### config.mk
export PLATFORM = sky130hd
export DESIGN_NAME = pz_convert
export DESIGN_NICKNAME = d
export VERILOG_FILES = /design/src/rtl/pz_pkg.sv /design/src/rtl/pz_byte_hold.sv /design/src/rtl/pz_nib_classify.sv /design/src/rtl/pz_digit_stage.sv /design/src/rtl/pz_out_reg.sv /design/src/rtl/pz_convert.sv
export SDC_FILE = /design/constraint.sdc
export NUM_CORES = 1
export LEC_CHECK = 0
export BUFFER_PORTS_ARGS = -buffer_cell sky130_fd_sc_hd__clkbuf_2
export CAP_MARGIN = 20
export CORE_AREA = 2 2 47 58
export CTS_CLUSTER_SIZE = 14
export DETAILED_ROUTE_END_ITERATION = 16
export DIE_AREA = 0 0 49 60
export GPL_TIMING_DRIVEN = 1
export PLACE_DENSITY = 0.86
export SLEW_MARGIN = 10
export SYNTH_ARGS = -nofsm -noshare
export SYNTH_HDL_FRONTEND = slang
export SYNTH_SLANG_ARGS = --single-unit
### constraint.sdc
create_clock -name clk -period 3.1 [get_ports clk]
set_clock_uncertainty 0.1 [all_clocks]
set_input_delay 0.155 -clock clk [delete_from_list [all_inputs] [get_ports clk]]
set_output_delay 0.155 -clock clk [all_outputs]
set_load 0.02 [all_outputs]
### src/rtl/pz_pkg.sv
package pz_pkg;
  localparam int NIB_W = 4;
  localparam int BYTE_W = 2 * NIB_W;
  localparam logic [NIB_W-1:0] ZONE_DIGIT = 4'h3;
  localparam logic [NIB_W-1:0] SIGN_PLUS = 4'hC;
  localparam logic [NIB_W-1:0] SIGN_MINUS = 4'hD;
  localparam logic [NIB_W-1:0] SIGN_NONE = 4'hF;
  localparam logic [NIB_W-1:0] DIGIT_MAX = 4'h9;

  typedef enum logic [1:0] {
    NK_DIGIT = 2'd0,
    NK_SIGN  = 2'd1,
    NK_PAD   = 2'd2
  } nib_kind_e;

  function automatic logic is_sign_code(input logic [NIB_W-1:0] n);
    return (n == SIGN_PLUS) || (n == SIGN_MINUS) || (n == SIGN_NONE);
  endfunction

  // Zone nibble placed on the final digit byte for a given sign code.
  function automatic logic [NIB_W-1:0] zone_for_sign(input logic [NIB_W-1:0] n);
    logic [NIB_W-1:0] z;
    if (n == SIGN_PLUS) z = SIGN_PLUS;
    else if (n == SIGN_MINUS) z = SIGN_MINUS;
    else z = ZONE_DIGIT;
    return z;
  endfunction
endpackage

### src/rtl/pz_byte_hold.sv
// Holds one accepted packed byte and walks its two nibbles, high first.
module pz_byte_hold
  import pz_pkg::*;
(
  input  logic              clk,
  input  logic              rst_n,
  input  logic              in_valid,
  input  logic [BYTE_W-1:0] in_data,
  input  logic              in_last,
  input  logic              advance,
  output logic              in_ready,
  output logic              hold_v,
  output logic              hold_lo,
  output logic [BYTE_W-1:0] hold_byte,
  output logic              hold_last,
  output logic              hold_first
);
  logic first_pend;
  logic in_fire;

  // A new byte may enter while the low nibble of the held one retires.
  assign in_ready = !hold_v || (hold_lo && advance);
  assign in_fire  = in_valid && in_ready;

  always_ff @(posedge clk or negedge rst_n) begin
    if (!rst_n) begin
      hold_v     <= 1'b0;
      hold_lo    <= 1'b0;
      hold_byte  <= '0;
      hold_last  <= 1'b0;
      hold_first <= 1'b0;
      first_pend <= 1'b1;
    end else if (in_fire) begin
      hold_v     <= 1'b1;
      hold_lo    <= 1'b0;
      hold_byte  <= in_data;
      hold_last  <= in_last;
      hold_first <= first_pend;
      first_pend <= in_last;
    end else if (advance) begin
      if (hold_lo) hold_v <= 1'b0;
      else hold_lo <= 1'b1;
    end
  end
endmodule

### src/rtl/pz_nib_classify.sv
// Decides what the current nibble of the held byte means.
module pz_nib_classify
  import pz_pkg::*;
(
  input  logic              hold_lo,
  input  logic [BYTE_W-1:0] hold_byte,
  input  logic              hold_last,
  input  logic              hold_first,
  output logic [NIB_W-1:0]  nib,
  output nib_kind_e         kind,
  output logic              first_nib
);
  logic [NIB_W-1:0] hi_n;
  logic [NIB_W-1:0] lo_n;
  logic             hi_is_sign;

  assign hi_n       = hold_byte[BYTE_W-1:NIB_W];
  assign lo_n       = hold_byte[NIB_W-1:0];
  assign hi_is_sign = hold_last && is_sign_code(hi_n);
  assign nib        = hold_lo ? lo_n : hi_n;
  assign first_nib  = hold_first && !hold_lo;

  always_comb begin
    if (!hold_lo) begin
      if (hold_first && !hold_last && (hi_n == '0)) kind = NK_PAD;
      else if (hi_is_sign) kind = NK_SIGN;
      else kind = NK_DIGIT;
    end else begin
      if (!hold_last) kind = NK_DIGIT;
      else if (hi_is_sign) kind = NK_PAD;
      else kind = NK_SIGN;
    end
  end
endmodule

### src/rtl/pz_digit_stage.sv
// Keeps one digit back until the following code shows whether it is last.
module pz_digit_stage
  import pz_pkg::*;
(
  input  logic              clk,
  input  logic              rst_n,
  input  logic              hold_v,
  input  logic [NIB_W-1:0]  nib,
  input  nib_kind_e         kind,
  input  logic              first_nib,
  input  logic              out_free,
  output logic              advance,
  output logic              load,
  output logic [BYTE_W-1:0] load_data,
  output logic              load_last,
  output logic              err
);
  logic             pend_v;
  logic [NIB_W-1:0] pend_d;
  logic             needs_out;
  logic             bad;
  logic             err_base;

  assign needs_out = pend_v && (kind != NK_PAD);
  assign advance   = hold_v && (!needs_out || out_free);
  assign load      = advance && needs_out;
  assign load_last = (kind == NK_SIGN);
  assign load_data = {(kind == NK_SIGN) ? zone_for_sign(nib) : ZONE_DIGIT, pend_d};

  always_comb begin
    bad = 1'b0;
    if (kind == NK_DIGIT) bad = (nib > DIGIT_MAX);
    else if (kind == NK_SIGN) bad = !is_sign_code(nib) || !pend_v;
  end

  assign err_base = first_nib ? 1'b0 : err;

  always_ff @(posedge clk or negedge rst_n) begin
    if (!rst_n) begin
      pend_v <= 1'b0;
      pend_d <= '0;
      err    <= 1'b0;
    end else if (advance) begin
      err <= err_base | bad;
      if (kind == NK_DIGIT) begin
        pend_v <= 1'b1;
        pend_d <= nib;
      end else if (kind == NK_SIGN) begin
        pend_v <= 1'b0;
      end
    end
  end
endmodule

### src/rtl/pz_out_reg.sv
// Output register of the zoned stream; frozen while the consumer stalls.
module pz_out_reg
  import pz_pkg::*;
(
  input  logic              clk,
  input  logic              rst_n,
  input  logic              load,
  input  logic [BYTE_W-1:0] load_data,
  input  logic              load_last,
  input  logic              out_ready,
  output logic              out_free,
  output logic              out_valid,
  output logic [BYTE_W-1:0] out_data,
  output logic              out_last
);
  assign out_free = !out_valid || out_ready;

  always_ff @(posedge clk or negedge rst_n) begin
    if (!rst_n) begin
      out_valid <= 1'b0;
      out_data  <= '0;
      out_last  <= 1'b0;
    end else if (load) begin
      out_valid <= 1'b1;
      out_data  <= load_data;
      out_last  <= load_last;
    end else if (out_ready) begin
      out_valid <= 1'b0;
    end
  end
endmodule

### src/rtl/pz_convert.sv
module pz_convert
  import pz_pkg::*;
(
  input  logic              clk,
  input  logic              rst_n,
  input  logic              in_valid,
  output logic              in_ready,
  input  logic [BYTE_W-1:0] in_data,
  input  logic              in_last,
  output logic              out_valid,
  input  logic              out_ready,
  output logic [BYTE_W-1:0] out_data,
  output logic              out_last,
  output logic              err
);
  logic              advance;
  logic              hold_v;
  logic              hold_lo;
  logic [BYTE_W-1:0] hold_byte;
  logic              hold_last;
  logic              hold_first;
  logic [NIB_W-1:0]  nib;
  nib_kind_e         kind;
  logic              first_nib;
  logic              out_free;
  logic              load;
  logic [BYTE_W-1:0] load_data;
  logic              load_last;

  pz_byte_hold u_hold (
    .clk(clk), .rst_n(rst_n), .in_valid(in_valid), .in_data(in_data),
    .in_last(in_last), .advance(advance), .in_ready(in_ready),
    .hold_v(hold_v), .hold_lo(hold_lo), .hold_byte(hold_byte),
    .hold_last(hold_last), .hold_first(hold_first)
  );

  pz_nib_classify u_cls (
    .hold_lo(hold_lo), .hold_byte(hold_byte), .hold_last(hold_last),
    .hold_first(hold_first), .nib(nib), .kind(kind), .first_nib(first_nib)
  );

  pz_digit_stage u_dig (
    .clk(clk), .rst_n(rst_n), .hold_v(hold_v), .nib(nib), .kind(kind),
    .first_nib(first_nib), .out_free(out_free), .advance(advance),
    .load(load), .load_data(load_data), .load_last(load_last), .err(err)
  );

  pz_out_reg u_out (
    .clk(clk), .rst_n(rst_n), .load(load), .load_data(load_data),
    .load_last(load_last), .out_ready(out_ready), .out_free(out_free),
    .out_valid(out_valid), .out_data(out_data), .out_last(out_last)
  );
endmodule

==> key figures <==
Cells and area
  • Number of flip-flops in the largest register: 8
  • Fillers: about 200
  • Nets: about 160
  • Post-route non-filler standard cell count: 176
  • Final antenna diode count: 0
  • Area taken by flip-flops and latches: approximately 700 um2
  • Area of the multi-input gates: 562 um2
  • Largest register by flop count: u_hold.hold_byte
  • Ratio of cells with drive above 1 in the final layout: 0.378
  • Registers with the most flip-flops: u_hold.hold_byte x8, u_out.out_data x7, u_dig.pend_d x4
  • Synthesis-to-layout area growth: 20.1%

Synthesis
  • Main flop type after synthesis: dfrtp_1
  • Net Count, Synth: 121
  • Number of synthesized flops with an enable pin: 0
  • Number of distinct library cell variants in the gate-level netlist after synthesis: 32
  • FF+latch count, synth: 28
  • Netlist Area Pre-Place: 1320 um2
  • Proportion of synthesized flip-flops having asynchronous set or reset: 1.00
  • Yosys warning count: 0
  • Share of synthesized area occupied by flip-flops and latches: 0.533
  • Synthesized instance count: ~110
  • Post-Synthesis Mean Instance Area: approximately 12 um2

Clock network
  • CTS clock-pin slew for the worst setup and hold paths: 0.14 ns
  • Clock insertion delay at the later pin of the skew report: approximately 0.33 ns
  • Post-CTS setup-driven buffer insertion count: 0
  • Depth of the CTS H-tree: 1
  • CTS Hold Buffers Added: 12
  • Clock buffer count from CTS: 3
  • Clock tree from TritonCTS: yes
  • Root Driver: clkbuf_4
  • Maximum root-to-sink buffer count: 2
  • Number of sinks on the clock net: 28
  • PostCTS Resize Cnt: 0

GRT
  • Gr usage total: 0.201
  • Pin count of the biggest net entering global routing: 29
  • Via count of the first global-routing pass: 992
  • Total congestion overflow: 0
  • Number of antenna violations at the first check in global routing: 0
  • First-pass GRT wire length: roughly 4.4 mm

Timing
  • Final Max Slew Viols: 0
  • Worst hold margin: between 0.2 and 0.3 ns
  • Min Clock Period, post-route: 2.35 ns
  • FMAX: approximately 430 MHz
  • Period utilization: 0.758
  • Final number of setup-violating endpoints: 0
  • Final setup TNS: 0 ns
  • Final hold violations: 0
  • Actual slew at the worst max-slew pin: 0.658 ns
  • Unrepaired setup endpoints after global routing: false
  • Worst relative slew slack: 0.562

Routing
  • Detailed-routing iteration count for the pre-antenna-repair pass: 4
  • DR vias/cell: approximately 5.6
  • Per-cell routed wire length: ~14 um
  • DRC violations left: 0
  • Total length of routed wires: between 2 and 2.5 mm
  • Number of nets still failing antenna checks after routing: 0
  • Iteration-0 DRC Markers: 13
  • Number of vias after detailed routing: 984

Die
  • Die extent in x: between 40 and 50 um
  • Placeable core region: roughly 2400 um2
  • Top Ports: 25
  • Starting Density: 0.543
  • Die Ht: around 60 um
  • Core Rows: 20
  • Die area: 2940 um2

Worst setup path
  • Arrival time of data at the critical path endpoint: between 2 and 2.5 ns
  • Critical Path End Type: flop
  • Critical Path Start Type: flop
  • Data required time at the worst endpoint: ~3.2 ns
  • Critical Path Fanout Max: 11
  • Path type of the worst setup path: reg -> reg

Placement
  • Routability Congestion: around 0.9
  • # port buffers: 24
  • Number of placed instances, taps included: 160
  • HPWL after detailed placement: between 1.5 and 2 mm

Outcome
  • Outcome: finished, final reports clean

Power
  • Max rail drop VDD: between 0.5 and 0.6 mV
  • Power density over the cells: roughly 1100 nW/um2
  • Leakage component of the power: roughly 0.74 nW

Job
  • Total of max-cap violations: 0

Min path
  • Worst hold path type: in -> async
==> worst max-delay path: stages, from the launching register on <==
cell	delay [ns]
dfrtp_1	0.51
or2b_2	0.37
a41oi_1	0.24
o21ai_0	0.22
nand2_1	0.42
mux2_2	0.39
==> through the flow <==
step,worst slack (ns),utilization,instance area [um2],power [mW]
floorplan,0.879,-,1320,1.37
global placement,0.946,0.592,1440,1.49
detailed placement,0.810,0.592,1440,1.53
CTS,0.754,0.652,1580,1.70
global route,0.650,0.652,1580,1.83
finish,0.751,0.652,1580,1.69
==> Yosys cell counts, types with 2 or more instances <==
| cell | count | share of area |
|---|---|---|
| dfrtp_1 | 27 | 0.51 |
| mux2_2 | 18 | 0.15 |
| nand2_1 | 12 | 0.034 |
| nor2_1 | 6 | 0.017 |
| o21ai_0 | 5 | 0.019 |
| mux2_4 | 4 | 0.046 |
| a21oi_1 | 3 | 0.011 |
| inv_1 | 3 | 0.0085 |
| o31ai_1 | 3 | 0.017 |
| buf_4 | 2 | 0.011 |
| buf_6 | 2 | 0.017 |
| nand2b_1 | 2 | 0.0095 |
| nor3_1 | 2 | 0.0076 |
==> final timing paths <==
kind                                startpoint                   to  slack, ns  cells past startpoint
setup reg to reg           u_hold.hold_byte[5]  u_hold.hold_byte[7]       0.75                      5
setup / recovery           u_hold.hold_byte[5]  u_hold.hold_byte[7]       0.75                      5
max in group asynchronous                rst_n       u_hold.hold_lo       2.21                      2
hold reg to reg              u_out.out_data[4]    u_out.out_data[4]       0.42                      2
min in group clk             u_out.out_data[4]    u_out.out_data[4]       0.42                      2
hold / removal                           rst_n      u_out.out_valid       0.26                      2
==> layout by cell type, fill, tap and decap left out, drive strengths merged <==
cell / synthesis / layout
clkbuf: 0 / 28
dfrtp: 27 / 27
mux2: 22 / 22
nand2: 12 / 12
dlygate4sd3: 0 / 12
nor2: 6 / 6
o21ai: 5 / 5
a21oi: 4 / 4
inv: 3 / 3
o31ai: 3 / 3
nor3: 2 / 2
nand2b: 2 / 2
or2b: 1 / 1
and2: 1 / 1
nand3b: 1 / 1
a41oi: 1 / 1
and2b: 1 / 1
o21a: 1 / 1
or3: 1 / 1
nor4: 1 / 1
or4: 1 / 1
a22oi: 1 / 1
or4b: 1 / 1
o22ai: 1 / 1
nand3: 1 / 1
o221ai: 1 / 1
o2111ai: 1 / 1
a21o: 1 / 1
dfstp: 1 / 1
==> area by class of cell <==
| cell class | count | area share |
|---|---|---|
| repair buffers | 36 | 0.152 |
| inverters | 3 | 0.00711 |
| well taps | 33 | 0.0261 |
| clock buffers | 4 | 0.0166 |
| flip-flops and latches | 28 | 0.443 |
| multi-input cells | 72 | 0.355 |
==> power breakdown <==
part           internal (mW)  total, mW  switching [mW]  leakage [nW]
combinational          0.405      0.814           0.409         0.401
sequential             0.554      0.722           0.169         0.325
clock                 0.0505      0.152           0.101        0.0150
total                   1.01       1.69           0.679         0.741
==> layer usage <==
metal  routed length, um  global-route usage  vias to the layer above
met2                1330               0.364                       38
met3                 118              0.0350                        9
li1                    -                   -                      457
met4                  68               0.110                        0
met1                 970               0.228                      480
met5                   0                   0                        -
==> cells by family (layout without fill, tap and decap cells) <==
kind of cell | count (synthesis) | in the layout | synth area share
AO/OA/AOI/OAI | 19 | 19 | 0.0959
AND/OR/NAND/NOR | 31 | 31 | 0.131
flip-flops | 28 | 28 | 0.533
multiplexers | 22 | 22 | 0.199
buffers and inverters | 8 | 43 | 0.0408
(Power assumes the default switching activity.)
